**config.mk**
```make
export PLATFORM = sky130hd
export DESIGN_NAME = cmp_timer
export DESIGN_NICKNAME = d
export VERILOG_FILES = /design/src/rtl/cmp_timer_pkg.sv /design/src/rtl/cmp_timer_regs.sv /design/src/rtl/cmp_timer_count.sv /design/src/rtl/cmp_timer_irq.sv /design/src/rtl/cmp_timer.sv
export SDC_FILE = /design/constraint.sdc
export NUM_CORES = 1
export LEC_CHECK = 0
export BUFFER_PORTS_ARGS = -buffer_cell sky130_fd_sc_hd__buf_2
export CORE_ASPECT_RATIO = 0.8
export CORE_MARGIN = 2
export CORE_UTILIZATION = 50
export CTS_CLUSTER_SIZE = 8
export DETAILED_ROUTE_END_ITERATION = 8
export GPL_TIMING_DRIVEN = 0
export PLACE_DENSITY = 0.68
export SLEW_MARGIN = 30
export SYNTH_ARGS = -nofsm -noshare
export SYNTH_HDL_FRONTEND = slang
export SYNTH_SLANG_ARGS = --single-unit
```
**constraint.sdc**
```tcl
create_clock -name clk -period 3 [get_ports clk]
set_input_delay 0.6 -clock clk [delete_from_list [all_inputs] [get_ports clk]]
set_output_delay 0.6 -clock clk [all_outputs]
set_load 0.01 [all_outputs]
```
**src/rtl/cmp_timer_pkg.sv**
```systemverilog
package cmp_timer_pkg;
  localparam int ADDR_W = 10;
  localparam int DATA_W = 32;

  localparam logic [ADDR_W-1:0] OFS_ALERT  = 10'h000;
  localparam logic [ADDR_W-1:0] OFS_CTRL   = 10'h004;
  localparam logic [ADDR_W-1:0] OFS_CFG    = 10'h100;
  localparam logic [ADDR_W-1:0] OFS_CNT_LO = 10'h104;
  localparam logic [ADDR_W-1:0] OFS_CNT_HI = 10'h108;
  localparam logic [ADDR_W-1:0] OFS_CMP_LO = 10'h10C;
  localparam logic [ADDR_W-1:0] OFS_CMP_HI = 10'h110;
  localparam logic [ADDR_W-1:0] OFS_IE     = 10'h114;
  localparam logic [ADDR_W-1:0] OFS_STATE  = 10'h118;
  localparam logic [ADDR_W-1:0] OFS_TEST   = 10'h11C;

  typedef enum logic [3:0] {
    SEL_NONE, SEL_CTRL, SEL_CFG, SEL_CNT_LO, SEL_CNT_HI,
    SEL_CMP_LO, SEL_CMP_HI, SEL_IE, SEL_STATE, SEL_TEST
  } reg_sel_e;
endpackage

```
**src/rtl/cmp_timer_regs.sv**
```systemverilog
module cmp_timer_regs
  import cmp_timer_pkg::*;
#(
  parameter int PRE_W  = 12,
  parameter int STEP_W = 8,
  localparam int CNT_W = 2*DATA_W
) (
  input  logic              clk,
  input  logic              rst,
  input  logic              bus_valid,
  input  logic              bus_write,
  input  logic [ADDR_W-1:0] bus_addr,
  input  logic [DATA_W-1:0] bus_wdata,
  output logic [DATA_W-1:0] bus_rdata,
  input  logic [CNT_W-1:0]  cnt,
  input  logic              status,
  output logic              active,
  output logic [PRE_W-1:0]  prescale,
  output logic [STEP_W-1:0] step,
  output logic [CNT_W-1:0]  cmp,
  output logic              ie,
  output logic              cmp_wr,
  output logic              clr_req,
  output logic              test_req
);
  localparam int STEP_LSB = 16;

  reg_sel_e sel;
  logic     wr, rd;

  always_comb begin
    unique case (bus_addr[ADDR_W-1:2])
      OFS_CTRL[ADDR_W-1:2]:   sel = SEL_CTRL;
      OFS_CFG[ADDR_W-1:2]:    sel = SEL_CFG;
      OFS_CNT_LO[ADDR_W-1:2]: sel = SEL_CNT_LO;
      OFS_CNT_HI[ADDR_W-1:2]: sel = SEL_CNT_HI;
      OFS_CMP_LO[ADDR_W-1:2]: sel = SEL_CMP_LO;
      OFS_CMP_HI[ADDR_W-1:2]: sel = SEL_CMP_HI;
      OFS_IE[ADDR_W-1:2]:     sel = SEL_IE;
      OFS_STATE[ADDR_W-1:2]:  sel = SEL_STATE;
      OFS_TEST[ADDR_W-1:2]:   sel = SEL_TEST;
      default:                sel = SEL_NONE;
    endcase
  end

  assign wr       = bus_valid && bus_write;
  assign rd       = bus_valid && !bus_write;
  assign cmp_wr   = wr && (sel == SEL_CMP_LO || sel == SEL_CMP_HI);
  assign clr_req  = wr && (sel == SEL_STATE) && bus_wdata[0];
  assign test_req = wr && (sel == SEL_TEST) && bus_wdata[0];

  always_ff @(posedge clk) begin
    if (rst) begin
      active   <= 1'b0;
      prescale <= '0;
      step     <= STEP_W'(1);
      cmp      <= '1;
      ie       <= 1'b0;
    end else if (wr) begin
      case (sel)
        SEL_CTRL:   active <= bus_wdata[0];
        SEL_CFG: begin
          prescale <= bus_wdata[PRE_W-1:0];
          step     <= bus_wdata[STEP_LSB +: STEP_W];
        end
        SEL_CMP_LO: cmp[DATA_W-1:0]     <= bus_wdata;
        SEL_CMP_HI: cmp[CNT_W-1:DATA_W] <= bus_wdata;
        SEL_IE:     ie <= bus_wdata[0];
        default: ;
      endcase
    end
  end

  logic [DATA_W-1:0] rd_mux;
  always_comb begin
    rd_mux = '0;
    case (sel)
      SEL_CTRL:   rd_mux[0] = active;
      SEL_CFG: begin
        rd_mux[PRE_W-1:0]          = prescale;
        rd_mux[STEP_LSB +: STEP_W] = step;
      end
      SEL_CNT_LO: rd_mux = cnt[DATA_W-1:0];
      SEL_CNT_HI: rd_mux = cnt[CNT_W-1:DATA_W];
      SEL_CMP_LO: rd_mux = cmp[DATA_W-1:0];
      SEL_CMP_HI: rd_mux = cmp[CNT_W-1:DATA_W];
      SEL_IE:     rd_mux[0] = ie;
      SEL_STATE:  rd_mux[0] = status;
      default: ;
    endcase
  end

  always_ff @(posedge clk) begin
    if (rst || !rd) bus_rdata <= '0;
    else            bus_rdata <= rd_mux;
  end
endmodule

```
**src/rtl/cmp_timer_count.sv**
```systemverilog
module cmp_timer_count #(
  parameter int CNT_W  = 64,
  parameter int PRE_W  = 12,
  parameter int STEP_W = 8
) (
  input  logic              clk,
  input  logic              rst,
  input  logic              active,
  input  logic [PRE_W-1:0]  prescale,
  input  logic [STEP_W-1:0] step,
  output logic [CNT_W-1:0]  cnt
);
  logic [PRE_W-1:0] pre_q;
  logic             wrap;

  assign wrap = (pre_q >= prescale);

  always_ff @(posedge clk) begin
    if (rst) begin
      pre_q <= '0;
      cnt   <= '0;
    end else if (active) begin
      if (wrap) begin
        pre_q <= '0;
        cnt   <= cnt + CNT_W'(step);
      end else begin
        pre_q <= pre_q + 1'b1;
      end
    end
  end
endmodule

```
**src/rtl/cmp_timer_irq.sv**
```systemverilog
module cmp_timer_irq #(
  parameter int CNT_W = 64
) (
  input  logic             clk,
  input  logic             rst,
  input  logic             active,
  input  logic [CNT_W-1:0] cnt,
  input  logic [CNT_W-1:0] cmp,
  input  logic             ie,
  input  logic             cmp_wr,
  input  logic             clr_req,
  input  logic             test_req,
  output logic             mach,
  output logic             status,
  output logic             irq
);
  logic hit, set_hit, set_test, clr;

  assign hit      = (cmp <= cnt);
  assign set_hit  = active && hit && ie && !cmp_wr;
  assign set_test = test_req && ie;
  assign clr      = clr_req || (cmp_wr && active);

  always_ff @(posedge clk) begin
    if (rst) begin
      mach   <= 1'b0;
      status <= 1'b0;
    end else begin
      if (active) mach <= hit;
      status <= (status && !clr) || set_hit || set_test;
    end
  end

  assign irq = status && ie;
endmodule

```
**src/rtl/cmp_timer.sv**
```systemverilog
module cmp_timer
  import cmp_timer_pkg::*;
#(
  parameter int PRE_W  = 12,
  parameter int STEP_W = 8
) (
  input  logic              clk,
  input  logic              rst,
  input  logic              bus_valid,
  input  logic              bus_write,
  input  logic [ADDR_W-1:0] bus_addr,
  input  logic [DATA_W-1:0] bus_wdata,
  output logic [DATA_W-1:0] bus_rdata,
  output logic              mach_timer_o,
  output logic              irq_o
);
  localparam int CNT_W = 2*DATA_W;

  logic              active_w, ie_w, status_w;
  logic              cmp_wr_w, clr_w, test_w;
  logic [PRE_W-1:0]  pre_w;
  logic [STEP_W-1:0] step_w;
  logic [CNT_W-1:0]  cnt_w, cmp_w;

  cmp_timer_regs #(.PRE_W(PRE_W), .STEP_W(STEP_W)) u_regs (
    .clk(clk), .rst(rst), .bus_valid(bus_valid), .bus_write(bus_write),
    .bus_addr(bus_addr), .bus_wdata(bus_wdata), .bus_rdata(bus_rdata),
    .cnt(cnt_w), .status(status_w), .active(active_w), .prescale(pre_w),
    .step(step_w), .cmp(cmp_w), .ie(ie_w), .cmp_wr(cmp_wr_w),
    .clr_req(clr_w), .test_req(test_w)
  );

  cmp_timer_count #(.CNT_W(CNT_W), .PRE_W(PRE_W), .STEP_W(STEP_W)) u_count (
    .clk(clk), .rst(rst), .active(active_w), .prescale(pre_w),
    .step(step_w), .cnt(cnt_w)
  );

  cmp_timer_irq #(.CNT_W(CNT_W)) u_irq (
    .clk(clk), .rst(rst), .active(active_w), .cnt(cnt_w), .cmp(cmp_w),
    .ie(ie_w), .cmp_wr(cmp_wr_w), .clr_req(clr_w), .test_req(test_w),
    .mach(mach_timer_o), .status(status_w), .irq(irq_o)
  );
endmodule

```
* After elaboration in Yosys (flattened, before gate mapping)
Cells that the tools add are included.
** Word-level totals
- Flip-flop bits (word level) :: 196
- Output and inout port bits :: 34
** Operators by class
- Add/subtract/negate cells :: 2
- Order comparisons :: 2
- Eq/ne operators :: 18
- Muxes and demuxes :: 7
- Reduce and logical (&&, ||, !) cells :: 29
** Operators with widths (number)
- 64-bit by 8-bit adder with 64-bit output :: 1
- 8-bit by 7-bit == test with 1-bit output (second input constant) :: 8
- 64-bit less-or-equal comparator :: 1
- 11-bit case mux with 5 select lines :: 1
- 8-bit case mux with 5 select lines :: 1
- 4-bit case mux with 9 select lines :: 1
- 8-bit case mux with 4 select lines :: 1
- 4-bit by 3-bit == test with 1-bit output (second input constant) :: 4
- 4-bit case mux with 4 select lines :: 1
- 1-bit logical AND :: 14
- 12-bit by 1-bit adder with 12-bit output (second input constant) :: 1
- 12-bit greater-or-equal comparator :: 1
- 12-bit 2-to-1 mux :: 1
- 2-bit AND reduction :: 6
- 4-bit by 2-bit == test with 1-bit output (second input constant) :: 2
- 4-bit == test (second input constant) :: 2
- 8-bit by 1-bit == test with 1-bit output (second input constant) :: 1
- 1-bit case mux with 8 select lines :: 1
- 1-bit logical OR :: 5
- 4-bit by 1-bit == test with 1-bit output (second input constant) :: 1
- 1-bit zero test :: 4

* Longest topological paths before layout
Gate-level depths: netlist of the first run.
- Depth after elaboration :: 11
- Mapped depth :: 12

* Modules after synthesis
A second synthesis of the first run with hierarchy kept.
** Second synthesis, totals
- Cells, all modules :: 1327
- Area total of the unflattened synthesis :: 11339.6 um^2
** Modules (own cells, without submodules)
- cmp_timer_regs :: instances 1, cells each 543, area each 5062.4 um^2
- cmp_timer_count :: instances 1, cells each 540, area each 4531.8 um^2
- cmp_timer_irq :: instances 1, cells each 244, area each 1745.4 um^2

* Least setup slack after synthesis of the first run
OpenSTA, ideal clock, no wires.
- Path type :: register to register
- From :: register u_count.pre_q[0]
- To :: register u_count.cnt[40]
- Setup time :: 0.121 ns
- Data arrival time :: 2.619 ns
- Setup slack :: 0.260 ns
- Cell stages (with the launch flop) :: 12
- Path buffers :: 2
- Clock period less this slack :: 2.740 ns
- Path through :: dfxtp_1 > inv_1 > ha_1 > nand2b_1 > a21o_1 > a211oi_1 > o211a_1 > or4_1 > clkbuf_1 > clkbuf_1 > nor4_1 > mux2_2
** On the way
- Cells in the longest elaborated chain, start to end :: 2
** RTL lines
- start: declaration :: line cmp_timer_count.sv:13 : logic [PRE_W-1:0] pre_q;
- start signal: assignment :: line cmp_timer_count.sv:27 : pre_q <= pre_q + 1'b1;
- 12-bit greater-or-equal comparator :: line cmp_timer_count.sv:16 : assign wrap = (pre_q >= prescale);
- 2-bit AND reduction (no line)
- end signal: assignment :: line cmp_timer_count.sv:25 : cnt <= cnt + CNT_W'(step);
- end: declaration :: line cmp_timer_count.sv:11 : output logic [CNT_W-1:0] cnt
No other way between the ends.
A chain may end at the register's enable or synchronous reset.

* Final worst setup path of the first run
- From :: register u_count.cnt[35]
- To :: register u_count.cnt[59]
** On the way
- Cells in the longest elaborated chain, start to end :: 1
** RTL lines (line)
- 64-bit by 8-bit adder with 64-bit output :: cmp_timer_count.sv:25
No other way between the ends.

==> reports/qor.csv, run 1 <==
stage,metric,value,unit
hold_path,hold_path_class,in2reg,
cells_and_area,fillerInstances,1948,
power_and_ir_drop,p_per_area,418,nW/um^2
route,routedWlPerCell,21.6,um
critical_path,slowest_stage,nor4_2,
clock_network,cts_buffers,17,
global_routing,antenna_found_initial,0,
critical_path,cp-end-kind,flop,
route,wl,35.4,mm
clock_network,htree_levels,4,
floorplanning,die_h,134,um
critical_path,cp_data_arrival_time,3310,ps
critical_path,critPathMaxFanout,5,
cells_and_area,multi_input_area,6160,um^2
sta,fin_setup_tns,0,ps
critical_path,start_kind,flop,
cells_and_area,final_cell_mix,"191 x nand2_1, 186 x dfxtp_1, 99 x a21oi_1, 85 x nor2_1, 85 x ha_1",
global_routing,grt_max_degree,18,
cells_and_area,drive_gt1_frac,0.128,
clock_network,clk_latency,450,ps
synthesis,synthFlopType,dfxtp_1,
global_routing,grt_pass1_vias,9019,
sta,rsz0062_at_grt,true,
floorplanning,dieArea,22300,um^2
critical_path,crit_top_cell,nand4_1,
route,drt-initial-drc-count,1271,
power_and_ir_drop,p_leak,0.00408,uW
synthesis,ys_types,55,
sta,setup_viol,0,
sta,drv_slew,0,
synthesis,syn-instance-count,1264,
sta,tightest_slew,883,ps
route,ant_nets,0,
clock_network,clk_pin_slew,80,ps
clock_network,cts_tree,built,
power_and_ir_drop,peakVddDrop,0.371,mV
floorplanning,initial_core_util,0.510,
synthesis,synth_edf_count,0,
critical_path,max_stage_delay,540,ps
cells_and_area,insertedDiodeCount,0,
route,route.detailed.drc,0,
route,route.vias.total,10206,
run_status,status,finished clean,
placement,dp_hpwl,27.2,mm
global_routing,grt_overflow_total,0,
cells_and_area,fin_nets,1491,
sta,max_freq,0.341,GHz
synthesis,synth_area_per_cell,8.35,um^2
synthesis,async_reset_ff_frac,0,
job,drv_cap,0,
route,via_per_inst,6.22,
synthesis,yosys_warnings,0,
floorplanning,fp.dieW,166,um
cells_and_area,final_common_cell,nand2_1,
cells_and_area,area_growth_syn_to_layout,13.7,%
critical_path,cp_data_required_time,3380,ps
cells_and_area,ff_latch_area,3940,um^2
synthesis,synth-seq-cells,196,
route,drtPass1Iterations,6,
floorplanning,core,20700,um^2
placement,io_buffer_count,76,
clock_network,cts.sinks,196,
synthesis,synth_area,10600,um^2
clock_network,clk_path_buf_depth,2,
global_routing,grt_pass1_wl,53.1,mm
floorplanning,ios,80,
synthesis,syn_nets,1396,
sta,finalCritPeriodShare,0.978,
sta,post-route-min-period,2930,ps
global_routing,gr-usage-all-layers,0.311,
sta,holdWs,375,ps
sta,fin_worst_skew,8.34,ps
sta,slew_headroom,0.407,
synthesis,ys_seq_area_frac,0.372,
power_and_ir_drop,power,5020,uW
critical_path,cp_cell_sequence,nand4_1 > nor4_1 > nand4_1 > nor4_2 > nand4_1 > or4_1 > a21oi_1,
critical_path,worstSetupPathType,reg2reg,
floorplanning,num_rows,47,
sta,hold_viol,0,
clock_network,cts_root_buf,clkbuf_16,
placement,finalWeightedCongestion,0.968,
[path summary, 6_finish.rpt]
path,start,endpoint,slack [ps],cells past startpoint
worst min-delay path,bus_wdata[24],u_regs.cmp[24]$_SDFFE_PP1P_,380,3
worst max register to register,u_count.cnt[35]$_SDFFE_PP0P_,u_count.cnt[59]$_SDFFE_PP0P_,70,7
worst min register to register,u_regs.prescale[6]$_SDFFE_PP0P_,u_regs.prescale[6]$_SDFFE_PP0P_,470,2
worst max-delay path,u_count.cnt[35]$_SDFFE_PP0P_,u_count.cnt[59]$_SDFFE_PP0P_,70,7
[repair_timing]
action                     4_1_cts  5_1_grt
setup endpoints to repair       69       63
gates cloned                     0        0
buffers inserted                 1        0
hold buffers                     0        0
gates resized for setup         27       29
pin swaps                        1        2
[metrics by stage]
step	utilization	worst slack, ps	cells	cell area, um^2
after global routing	0.580	-31.0	1640	12000
final	0.580	66.4	1640	12000
after detailed placement	0.545	-661	1609	11300
after CTS	0.577	8.12	1640	11900
after floorplan	-	260	1264	10600
after global placement	0.544	-617	1609	11300
[flip-flops by register name (all words and copies together), names as in the netlist]
register / cells
u_regs.ie: 1
u_count.pre_q: 12
u_regs.cmp: 64
u_regs.bus_rdata: 32
u_regs.active: 1
u_regs.prescale: 12
u_regs.step: 8
u_irq.status: 1
u_irq.mach: 1
u_count.cnt: 64
[cell families (layout without fill, tap and decap cells)]
logic type | after synthesis | in the layout | synth area share
XOR/XNOR | 31 | 31 | 0.0257
buffers and inverters | 148 | 255 | 0.0543
AO/OA/AOI/OAI | 261 | 261 | 0.156
multiplexers | 80 | 80 | 0.0776
adder cells (fa/ha/maj) | 86 | 86 | 0.103
AND/OR/NAND/NOR | 462 | 462 | 0.212
flip-flops | 196 | 196 | 0.372
[cell type report]
cell class                 instances  area share
clock buffer                      18      0.0366
timing repair buffer              77      0.0323
buffer                            65      0.0248
inverter                          82      0.0257
tap                              269      0.0281
sequential                       196       0.328
clock inverter                    13      0.0104
multi-input combinational        920       0.514
[metal layers]
metal / up-vias / GRT usage / share of wire
met5: - / 0 / 0
met4: 0 / 0.0848 / 0.023
met3: 61 / 0.0741 / 0.11
met2: 546 / 0.449 / 0.42
met1: 4870 / 0.462 / 0.45
li1: 4729 / - / -
[worst max-delay path: cells and delay by family (launching register included)]
family / cells / cell delay (ps)
simple gates: 6 / 2190
flops: 1 / 530
compound gates: 1 / 140
[synth_stat cells, types with 4 or more instances]
cell / count / share of area
inv_1: 82 / 0.029
nand4_1: 33 / 0.020
a211oi_1: 6 / 0.0043
o21ai_0: 26 / 0.012
and4_1: 10 / 0.0083
a31oi_1: 17 / 0.010
nor3_1: 14 / 0.0066
nor4b_1: 4 / 0.0033
a21oi_1: 100 / 0.047
or4_1: 18 / 0.013
xor2_1: 8 / 0.0066
clkbuf_1: 54 / 0.019
or3_1: 9 / 0.0053
nand3_1: 36 / 0.017
a21o_1: 12 / 0.0085
nor4_1: 32 / 0.019
a22oi_1: 61 / 0.043
o211ai_1: 5 / 0.0036
buf_2: 8 / 0.0038
xnor2_1: 23 / 0.019
nand2_1: 191 / 0.068
dfxtp_1: 196 / 0.37
mux2_2: 13 / 0.014
nor2b_1: 6 / 0.0036
o31ai_1: 14 / 0.010
nand2b_1: 6 / 0.0036
and3_1: 6 / 0.0036
mux2i_1: 66 / 0.063
ha_1: 85 / 0.10
nor2_1: 85 / 0.030
[power breakdown]
part / switching [uW] / internal (uW) / total, uW
clock network: 1090 / 1180 / 2270
logic: 111 / 39.8 / 150
registers: 0.971 / 2600 / 2600
total: 1200 / 3820 / 5020
No activity file was read; power rests on OpenSTA's default activity.
==> run 2: changes to the inputs <==
- CORE_UTILIZATION: 50 -> 59
- PLACE_DENSITY: 0.68 -> 0.78
- SYNTH_HIERARCHICAL: default -> 1
==> run 2 against run 1 <==
Compared with the run above:
- area after synthesis rose by 7.5%
- wire length rose by 3.8%
- die area fell by 8.7%
- highest routed layer unchanged
==> reports/qor.csv, run 2 <==
stage,metric,value,unit,change
run_status,status,finished clean,,
cells_and_area,instances_no_fill,1693,,+3.2%
clock_network,htree_levels,4,,unchanged
route,via_per_inst,6.59,,+5.8%
synthesis,synth.area.top_cells,"dfxtp_1 35%, ha_1 9.4%, a21oi_1 6.2%, nor2_1 4.0%, mux4_2 3.8%",,
synthesis,synth-seq-cells,196,,unchanged
global_routing,gr-usage-all-layers,0.359,,+0.0478
placement,finalWeightedCongestion,1.00,,+3.6%
job,drv_cap,0,,unchanged
route,route.detailed.drc,0,,unchanged
global_routing,grt_overflow_total,0,,unchanged
clock_network,cts_tree,built,,
synthesis,synth_top_area_cell,dfxtp_1,,
synthesis,syn_nets,1459,,+4.5%
synthesis,ys_seq_area_frac,0.346,,-0.0259
clock_network,cts_buffers,17,,unchanged
sta,max_freq,0.337,GHz,-1.3%
clock_network,clk_pin_slew,80,ps,about the same
clock_network,ctsHoldBuffers,0,,unchanged
placement,dp_worst_setup_slack,-72.1,ps,+589 ps
clock_network,clk_latency,450,ps,about the same
synthesis,synth_edf_count,0,,unchanged
sta,tightest_slew,1000,ps,+122 ps
critical_path,r2r_start,u_count/cnt[45]$_SDFFE_PP0P_,,
clock_network,clk_path_buf_depth,2,,unchanged
synthesis,async_reset_ff_frac,0,,unchanged
floorplanning,num_rows,45,,-4.3%
power_and_ir_drop,peakVddDrop,0.336,mV,-9.5%
route,route.vias.total,11152,,+9.3%
critical_path,worstSetupPathType,reg2reg,,
critical_path,critPathLaunch,u_count/cnt[45]$_SDFFE_PP0P_,,
critical_path,critPathMaxFanout,6,,+1
synthesis,synthFlopType,dfxtp_1,,
global_routing,grt_max_degree,20,,+2
placement,dp_hpwl,27.8,mm,+2.2%
global_routing,antenna_found_initial,2,,+2
global_routing,grt_pass1_wl,56.7,mm,+6.9%
clock_network,cts_root_buf,clkbuf_16,,
cells_and_area,top_regs,"u_count/cnt: 64 flops, u_regs/cmp: 64 flops, u_regs/bus_rdata: 32 flops",,
critical_path,cp_cell_sequence,inv_1 > ha_1 > nand4_2 > nor4_4 > nand4_1 > or4_4 > o211a_1 > o21a_1,,
sta,holdWs,406,ps,+30.9 ps
clock_network,cts.sinks,196,,unchanged
route,wl,36.7,mm,+3.8%
cells_and_area,final_common_cell,dfxtp_1,,
route,routedWlPerCell,21.7,um,+0.59%
route,drt-initial-drc-count,1528,,+20%
floorplanning,core,18900,um^2,-8.6%
cells_and_area,final_cell_mix,"193 x dfxtp_1, 141 x a21oi_1, 120 x nor2_1, 94 x buf_2, 89 x nand2_1",,
global_routing,grt_pass1_vias,10114,,+12%
floorplanning,ios,80,,unchanged
synthesis,synth_area_per_cell,8.55,um^2,+2.4%
hold_path,hold_path_class,in2reg,,
synthesis,yosysTopAreaCellShare,0.346,,-0.0259
floorplanning,initial_core_util,0.599,,+0.0897
cells_and_area,insertedDiodeCount,0,,unchanged
critical_path,cp_data_arrival_time,3310,ps,about the same
critical_path,slowest_stage,or4_4,,
power_and_ir_drop,p_leak,0.00457,uW,+12%
cells_and_area,final_core_util,0.668,,+0.0887
sta,drv_slew,0,,unchanged
cells_and_area,area_growth_syn_to_layout,11.5,%,
synthesis,syn-instance-count,1327,,+5.0%
placement,io_buffer_count,76,,unchanged
synthesis,ys_types,74,,+35%
sta,finalCritPeriodShare,0.990,,+0.0124
power_and_ir_drop,p_per_area,406,nW/um^2,-2.9%
sta,hold_viol,0,,unchanged
sta,fin_ws,29.2,ps,-37.1 ps
floorplanning,die_h,128,um,-4.4%
route,ant_nets,0,,unchanged
floorplanning,fp.dieW,159,um,-4.4%
route,drtPass1Iterations,6,,unchanged
hold_path,min_from,bus_wdata[4],,
synthesis,yosys_warnings,6,,+6
sta,post-route-min-period,2970,ps,+37.1 ps
sta,setup_viol,0,,unchanged
synthesis,synth.most_common_cell,dfxtp_1,,
sta,slew_headroom,0.325,,-0.0816
cells_and_area,drive_gt1_frac,0.159,,+0.0312
synthesis,synth_area,11300,um^2,+7.5%
placement,placed_cells,1661,,+3.2%
critical_path,start_kind,flop,,
cells_and_area,fin_nets,1554,,+4.2%
critical_path,max_stage_delay,560,ps,+20 ps
critical_path,cp_data_required_time,3340,ps,-40 ps
synthesis,synthTopCellsByCount,"196 x dfxtp_1, 141 x a21oi_1, 120 x nor2_1",,
sta,fin_worst_skew,16.4,ps,+8.09 ps
cells_and_area,fillerInstances,1591,,-18%
floorplanning,dieArea,20400,um^2,-8.7%
critical_path,cp-end-kind,flop,,
-- run 2: worst max-delay path, delay by kind of cell, from the launching register on --
family	cells	cell delay (ps)
adders and majority gates	1	320
buffers and inverters	1	90
DFF	1	550
AOI/OAI and AO/OA	2	500
and+or+nand+nor	4	1400
-- run 2: cells by family after synthesis --
family | after synthesis | synth area share
and+or+nand+nor | 490 | 0.232
AOI/OAI and AO/OA | 319 | 0.182
DFF | 196 | 0.346
buffers and inverters | 167 | 0.0627
adders and majority gates | 86 | 0.0956
muxes | 53 | 0.0690
xor gates and xnor gates | 16 | 0.0124
-- run 2: what timing repair did --
item | CTS | global route
buffers inserted | 0 | 1
resized for setup | 1 | 16
setup endpoints to repair | 22 | 52
pin swaps | 0 | 1
cloned | 0 | 0
-- run 2: final cells by class --
cell class | instances | area, um^2 | area share
inverter | 84 | 315 | 0.0249
clock buffer | 18 | 439 | 0.0347
buffer | 82 | 404 | 0.0320
sequential | 196 | 3930 | 0.311
multi-input combinational | 964 | 6710 | 0.531
timing repair buffer | 77 | 388 | 0.0307
clock inverter | 14 | 136 | 0.0108
tap | 258 | 323 | 0.0255
-- run 2: path summary, 6_finish.rpt --
kind                                      to  slack (ps)  depth (start not counted)
max reg2reg          u_irq/mach$_SDFFE_PP0P_          30                          8
min          u_regs/prescale[4]$_SDFFE_PP0P_         410                          3
max                  u_irq/mach$_SDFFE_PP0P_          30                          8
min reg2reg  u_regs/prescale[3]$_SDFFE_PP0P_         480                          2
-- run 2: report_power, final --
group          internal [uW]  switching [uW]
Clock                   1130            1160
Sequential              2600           0.924
Combinational           79.5             169
-- run 2: per-stage QoR --
step           TNS (ps)  total power (uW)  cell area (um^2)
3_5_place_dp       -483              2900             12000
4_1_cts               0              5140             12600
5_1_grt           -1.37              5260             12600
6_report              0              5140             12600
3_3_place_gp       -856              2900             12000
2_1_floorplan         0              2800             11300
-- run 2: layer usage --
| metal | part of all wire | GRT usage | vias to the layer above |
|---|---|---|---|
| met1 | 0.43 | 0.523 | 5271 |
| met4 | 0.025 | 0.116 | 0 |
| met2 | 0.41 | 0.530 | 749 |
| met5 | 0 | 0 | - |
| met3 | 0.13 | 0.0770 | 70 |
| li1 | - | - | 5062 |
